--- config.mk ---
export PLATFORM = sky130hd
export DESIGN_NAME = rotary_detent_decoder
export DESIGN_NICKNAME = d
export VERILOG_FILES = /design/src/rtl/detent_pkg.sv /design/src/rtl/phase_sync.sv /design/src/rtl/frame_divider.sv /design/src/rtl/edge_arm_decoder.sv /design/src/rtl/delay_accum.sv /design/src/rtl/rotary_detent_decoder.sv
export SDC_FILE = /design/constraint.sdc
export NUM_CORES = 1
export LEC_CHECK = 0
export CAP_MARGIN = 20
export CORE_ASPECT_RATIO = 0.6
export CORE_UTILIZATION = 29
export DETAILED_ROUTE_END_ITERATION = 7
export SLEW_MARGIN = 15
export SYNTH_ARGS = -nofsm -noshare
export SYNTH_HDL_FRONTEND = slang
export SYNTH_HIERARCHICAL = 1
export SYNTH_SLANG_ARGS = --single-unit
--- constraint.sdc ---
create_clock -name clk -period 3.21 [get_ports clk]
set_input_delay 0.642 -clock clk [delete_from_list [all_inputs] [get_ports clk]]
set_output_delay 0.642 -clock clk [all_outputs]
set_load 0.01 [all_outputs]
--- src/rtl/detent_pkg.sv ---
package detent_pkg;

  typedef enum logic {
    TURN_DOWN = 1'b0,
    TURN_UP   = 1'b1
  } turn_dir_e;

  typedef struct packed {
    logic ph_a;
    logic ph_b;
  } phase_pair_t;

endpackage

--- src/rtl/phase_sync.sv ---
module phase_sync #(
  parameter int WIDTH     = 2,
  parameter int STAGES    = 2,
  parameter bit RESET_VAL = 1'b1
) (
  input  logic             clk,
  input  logic             rst,
  input  logic [WIDTH-1:0] async_in,
  output logic [WIDTH-1:0] sync_out
);

  logic [STAGES-1:0][WIDTH-1:0] chain_q;

  genvar s;
  generate
    for (s = 0; s < STAGES; s++) begin : g_stage
      if (s == 0) begin : g_first
        always_ff @(posedge clk) begin
          if (rst) chain_q[s] <= {WIDTH{RESET_VAL}};
          else     chain_q[s] <= async_in;
        end
      end else begin : g_rest
        always_ff @(posedge clk) begin
          if (rst) chain_q[s] <= {WIDTH{RESET_VAL}};
          else     chain_q[s] <= chain_q[s-1];
        end
      end
    end
  endgenerate

  assign sync_out = chain_q[STAGES-1];

endmodule

--- src/rtl/frame_divider.sv ---
module frame_divider #(
  parameter int DIV = 64
) (
  input  logic clk,
  input  logic rst,
  input  logic frame_tick,
  output logic sample_tick
);

  localparam int CW = $clog2(DIV + 1);
  localparam logic [CW-1:0] RELOAD = CW'(DIV);
  localparam logic [CW-1:0] LAST   = CW'(1);

  logic [CW-1:0] remain_q;

  assign sample_tick = frame_tick && (remain_q == LAST);

  always_ff @(posedge clk) begin
    if (rst) begin
      remain_q <= RELOAD;
    end else if (frame_tick) begin
      if (remain_q == LAST) remain_q <= RELOAD;
      else                  remain_q <= remain_q - LAST;
    end
  end

endmodule

--- src/rtl/edge_arm_decoder.sv ---
module edge_arm_decoder
  import detent_pkg::*;
(
  input  logic        clk,
  input  logic        rst,
  input  logic        sample_tick,
  input  phase_pair_t phases,
  output logic        step_req,
  output turn_dir_e   step_dir
);

  logic armed_q;

  // A detent counts only on the first low look at phase A after a high look.
  assign step_req = sample_tick && !phases.ph_a && armed_q;
  assign step_dir = phases.ph_b ? TURN_DOWN : TURN_UP;

  always_ff @(posedge clk) begin
    if (rst) begin
      armed_q <= 1'b1;
    end else if (sample_tick) begin
      if (phases.ph_a) armed_q <= 1'b1;
      else             armed_q <= 1'b0;
    end
  end

endmodule

--- src/rtl/delay_accum.sv ---
module delay_accum
  import detent_pkg::*;
#(
  parameter int          DELAY_W    = 8,
  parameter logic [DELAY_W-1:0] INIT_DELAY = '0
) (
  input  logic               clk,
  input  logic               rst,
  input  logic               step_req,
  input  turn_dir_e          step_dir,
  output logic [DELAY_W-1:0] delay_q,
  output logic               valid_q,
  output logic               up_q
);

  localparam logic [DELAY_W-1:0] ONE = DELAY_W'(1);

  always_ff @(posedge clk) begin
    if (rst) begin
      delay_q <= INIT_DELAY;
      valid_q <= 1'b0;
      up_q    <= 1'b0;
    end else begin
      valid_q <= step_req;
      if (step_req) begin
        up_q <= (step_dir == TURN_UP);
        if (step_dir == TURN_UP) delay_q <= delay_q + ONE;
        else                     delay_q <= delay_q - ONE;
      end
    end
  end

endmodule

--- src/rtl/rotary_detent_decoder.sv ---
module rotary_detent_decoder
  import detent_pkg::*;
#(
  parameter int DELAY_W     = 8,
  parameter int STEP_SHIFT  = 8,
  parameter int FRAME_DIV   = 64,
  parameter int SYNC_STAGES = 2,
  parameter logic [DELAY_W-1:0] INIT_DELAY = '0
) (
  input  logic                          clk,
  input  logic                          rst,
  input  logic                          frame_tick,
  input  logic                          enc_a,
  input  logic                          enc_b,
  output logic [DELAY_W-1:0]            delay_hi,
  output logic [DELAY_W+STEP_SHIFT-1:0] delay_units,
  output logic                          step_valid,
  output logic                          step_up
);

  logic        sample_tick;
  logic [1:0]  raw_ph;
  logic [1:0]  sync_ph;
  phase_pair_t phases;
  logic        step_req;
  turn_dir_e   step_dir;

  assign raw_ph      = {enc_a, enc_b};
  assign phases.ph_a = sync_ph[1];
  assign phases.ph_b = sync_ph[0];

  phase_sync #(
    .WIDTH     (2),
    .STAGES    (SYNC_STAGES),
    .RESET_VAL (1'b1)
  ) u_sync (
    .clk      (clk),
    .rst      (rst),
    .async_in (raw_ph),
    .sync_out (sync_ph)
  );

  frame_divider #(
    .DIV (FRAME_DIV)
  ) u_div (
    .clk         (clk),
    .rst         (rst),
    .frame_tick  (frame_tick),
    .sample_tick (sample_tick)
  );

  edge_arm_decoder u_dec (
    .clk         (clk),
    .rst         (rst),
    .sample_tick (sample_tick),
    .phases      (phases),
    .step_req    (step_req),
    .step_dir    (step_dir)
  );

  delay_accum #(
    .DELAY_W    (DELAY_W),
    .INIT_DELAY (INIT_DELAY)
  ) u_acc (
    .clk      (clk),
    .rst      (rst),
    .step_req (step_req),
    .step_dir (step_dir),
    .delay_q  (delay_hi),
    .valid_q  (step_valid),
    .up_q     (step_up)
  );

  assign delay_units = {delay_hi, {STEP_SHIFT{1'b0}}};

endmodule

# Word level (Yosys, flattened, before mapping)
# Index checks and enable logic that the tools add are counted.
# totals
regBits	22
in_bits	5
out_inout_bits	26
word_cells	19
# op_classes
add_sub_neg	3
eq_ne	1
mux	4
reduce_logical	4
# op_table
cell	n
8-bit by 1-bit adder with 8-bit output (second input constant)	1
8-bit 2-to-1 mux	1
8-bit by 1-bit subtractor with 8-bit output (second input constant)	1
7-bit by 1-bit == test with 1-bit output (second input constant)	1
7-bit 2-to-1 mux	1
7-bit by 1-bit subtractor with 7-bit output (second input constant)	1
1-bit logical AND	3
1-bit 2-to-1 mux	2
1-bit logical NOT	1

# Longest topological paths before layout
# depth
word_depth	4
depth_mapped	9

# Hierarchy
# The synthesis kept the hierarchy.
# modules_own_cells
mod	instances	cells_per_inst	area_each_um2	seq_area_each_um2
delay_accum	1	69	620.6	200.2
frame_divider	1	38	351.6	140.1
rotary_detent_decoder	1	17	123.9	0.0
phase_sync	1	10	120.1	80.1
edge_arm_decoder	1	5	48.8	20.0

# Least setup slack after synthesis
# Ideal clock, no wire load.
# synth_path
path_type	reg-to-reg
startpoint	register u_sync.chain_q (netlist bit u_sync/sync_out[0])
endpoint	register u_acc.delay_q[7]
setup_time_ps	123
arrival_time_ps	1817
slack_ps	1270
stages_incl_launch_ff	10
n_path_buf	1
synth_period_minus_slack_ps	1940
cell_sequence	dfxtp_1 buf_4 inv_1 inv_1 ha_1 a21oi_2 o21ai_1 a21oi_2 mux2i_1 mux2_1
# synth_between
elab_chain_len	1
# synth_rtl
item	line_no	rtl
from (decl)	phase_sync.sv:12	logic [STAGES-1:0][WIDTH-1:0] chain_q;
from (signal, indexed assignment)	phase_sync.sv:24	if (rst) chain_q[s] <= {WIDTH{RESET_VAL}};
from (signal, indexed assignment)	phase_sync.sv:25	else chain_q[s] <= chain_q[s-1];
8-bit 2-to-1 mux	delay_accum.sv:27	if (step_dir == TURN_UP) delay_q <= delay_q + ONE;
to (signal assigned)	delay_accum.sv:27	
to (signal assigned)	delay_accum.sv:28	else delay_q <= delay_q - ONE;
to (decl)	delay_accum.sv:11	output logic [DELAY_W-1:0] delay_q,
# Every way passes these cells.
# A chain may end at the register's enable or synchronous reset.

# Worst setup path in the final report
# layout_path
startpoint	input port frame_tick
endpoint	register u_acc.delay_q[7]
# layout_between
elab_chain_len	3
# layout_rtl
item	line_no	rtl
from (decl)	rotary_detent_decoder.sv:12	input logic frame_tick,
1-bit logical AND	frame_divider.sv:16	assign sample_tick = frame_tick && (remain_q == LAST);
via sample_tick	rotary_detent_decoder.sv:21	logic sample_tick;
1-bit logical AND (2 in a row)	edge_arm_decoder.sv:15	assign step_req = sample_tick && !phases.ph_a && armed_q;
via step_req	rotary_detent_decoder.sv:25	logic step_req;
# The timed path passes the listed nets, and every way through them passes these cells.

==> metrics.csv <==
metric,value,unit
status,completed,
critPathTopFamily,simple AND/OR/NAND/NOR gates,
postCtsSetupRepairBufs,0,
synth_area,1260,µm²
startpoint_type,input port,
hp-class,flop to flop,
fmax,431,MHz
track_usage,10.8,%
grt_overflow,0,
ys_types,40,
p_leak,0.619,nW
cp-startpoint,frame_tick,
path_class,input port to flop,
gp_congestion,0.796,
critPathRequiredTime,3.36,ns
grt_max_degree,26,
routed_wl,2.31,mm
io_pins,31,
power_density,429,nW/µm²
post-synth-top-area-cell,dfxtp_1,
worstHoldStart,u_sync/chain_q[0]$_SDFF_PP1_,
path_clk_slew,0.08,ns
grt_pass1_vias,812,
hold_viol_final,0,
drv_cap,0,
cts_tree,built,
clockBufferDepth,2,
die_h,53.2,µm
cts_hold_buf,0,
antenna_cells,0,
fin_setup_tns,0,ns
drt_iter0_drc,49,
slew_headroom,43.9,%
end_kind,flop,
avgViaCountPerCell,4.41,
met1Wirelength,1.11,mm
power.switching,0.000155,W
hold_slack,0.411,ns
synthTopCellsByArea,"dfxtp_1, buf_4, ha_1",
routed.top_layer,met4,
slowest_stage,clkdlybuf4s50_1,
firstDrtPassIters,4,
vdd_drop_max,0.183,mV
worst_slew_pin_slew,0.839,ns
ys_ff_latch,22,
synthCells,139,
die_w,87.3,µm
rsz0062_at_grt,false,
clock-sinks,22,
p_int,0.000498,W
cp.arrival,2.47,ns
switching_share,23.7,%
clock_skew,0.00627,ns
min_period,2.32,ns
initial_core_util,30.5,%
die-area,4640,µm²
grt_pass1_wl,3.66,mm
synth_seq_area_share,34.8,%
met3WireLength,136,µm
clockPowerShare,39.8,%
fin_crit_sh,72.2,%
drive_gt1_share,7.84,%
rr_worst_depth,6,
fin_nets,168,
synth.top_cell.area_share,34.8,%
drc_errors,0,
setup-violations-final,0,
clk_latency,0.27,ns
max_stage_delay,0.60,ns
htree_levels,1,
crit_chain,clkdlybuf4s50_1 > nand3b_1 > nor2_1 > and3b_2 > nand2_1 > mux2i_1 > mux2_1,
dpl.hpwl,1.72,mm
cts_resized,0,
whs_path_depth,1,
routed-wl-met2,1.01,mm
row_count,18,
critPathBufInv,1,
antenna_found_initial,0,
crit-reg2reg-launch,u_div/remain_q[3]$_SDFFE_PP0P_,
io_buffers,22,
numCtsBuffers,3,
pwr-share-comb,13.4,%
wl_per_cell,10.9,µm
yosys_warnings,6,
final_max_slew_viol_count,0,
fillers,433,
core_area,4140,µm²
seqPwrFrac,46.8,%
vias,939,
ant_nets,0,
critical_path_depth,7,
root_buffer,clkbuf_8,
area_growth,20.3,%
cp_max_fo,7,
syn_avg_cell_area,9.10,µm²
==> per-stage QoR <==
stage	power (W)	cell area [µm²]	utilization [%]	instances	setup slack [ns]
after floorplan	0.000383	1290	-	146	1.27
after global placement	0.000394	1450	35.0	209	0.713
after detailed placement	0.000398	1450	35.0	209	0.620
after CTS	0.000662	1520	36.7	213	0.890
after global routing	0.000684	1520	36.7	213	0.775
final	0.000653	1520	36.7	213	0.891
==> worst reg2reg max path, delay by kind of cell, from the launching register on <==
family / cells / cell delay [ns]
simple gates: 4 / 1.13
mux: 2 / 0.50
flops: 1 / 0.36
==> power groups by stage <==
stage,Sequential [W],Clock (W),Combinational (W)
after floorplan,0.000308,0,0.0000755
after global placement,0.000311,0,0.0000833
after detailed placement,0.000312,0,0.0000865
after CTS,0.000305,0.000270,0.0000872
after global routing,0.000308,0.000277,0.0000989
final,0.000305,0.000260,0.0000875
==> metal layers <==
metal  vias to the layer above  track usage [%]
li1                        475                -
met2                        28             16.7
met1                       432             12.8
met4                         0             7.38
met3                         4             3.74
met5                         -                0
==> layout make-up <==
cell class / count / area [µm²] / area share [%]
inverters: 5 / 18.8 / 1.23
repair buffers: 23 / 228 / 15.0
clock buffers: 3 / 41.3 / 2.71
clock inverters: 1 / 30.0 / 1.97
flip-flops and latches: 22 / 440 / 28.9
multi-input cells: 99 / 688 / 45.2
well taps: 60 / 75.1 / 4.93
==> flip-flops by register name, indices dropped and copies added (netlist names) <==
name             count
u_dec/armed_q        1
u_acc/delay_q        8
u_acc/up_q           1
u_div/remain_q       7
u_acc/valid_q        1
u_sync/chain_q       2
u_sync/sync_out      2
==> synthesized netlist by cell type <==
cell type	instances
a211o_1	1
a211oi_1	3
a21o_1	2
a21oi_1	4
a21oi_2	3
a31oi_1	2
and3_1	1
and3b_2	1
buf_2	1
buf_4	18
clkbuf_1	1
conb_1	1
dfxtp_1	22
fa_1	1
ha_1	8
inv_1	5
mux2_1	1
mux2i_1	5
nand2_1	9
nand2_2	1
nand2b_1	2
nand3_1	1
nand3b_1	1
nand4_1	1
nand4bb_1	1
nor2_1	15
nor2b_1	3
nor3_1	1
nor3b_1	3
nor4b_1	1
nor4b_2	1
o211ai_1	1
o21ai_1	2
o21bai_1	1
o31ai_1	1
or2_1	4
or4_1	1
or4_4	1
xnor2_1	6
xor2_1	2
==> cell families after synthesis <==
group / after synthesis / share of synthesized area, %
mux: 6 / 4.85
simple gates: 48 / 21.3
xor+xnor: 8 / 5.54
buf+inv: 25 / 12.9
other cells: 1 / 0.296
fa+ha+maj: 9 / 9.50
flops: 22 / 34.8
compound gates: 20 / 10.9
==> placed cells by master, fill, tap and decap left out, drive strengths merged, types with 2 or more instances in the layout <==
| cell type | instances |
|---|---|
| xnor2 | 6 |
| nand2 | 10 |
| nor4b | 2 |
| xor2 | 2 |
| a31oi | 2 |
| o21ai | 2 |
| or2 | 4 |
| nand2b | 2 |
| nor3b | 3 |
| nor2b | 3 |
| a21o | 2 |
| or4 | 2 |
| nor2 | 15 |
| clkdlybuf4s50 | 22 |
| a21oi | 7 |
| dfxtp | 22 |
| mux2i | 5 |
| ha | 8 |
| clkbuf | 3 |
| conb | 8 |
| inv | 5 |
| a211oi | 3 |
==> final timing paths <==
kind | slack [ns] | end
max reg2reg | 1.11 | u_acc/delay_q[7]$_SDFFE_PP0P_
min reg2reg | 0.41 | u_sync/sync_out[0]$_SDFF_PP1_
max | 0.89 | u_acc/delay_q[7]$_SDFFE_PP0P_
min | 0.41 | u_sync/sync_out[0]$_SDFF_PP1_
(Power assumes the default switching activity.)
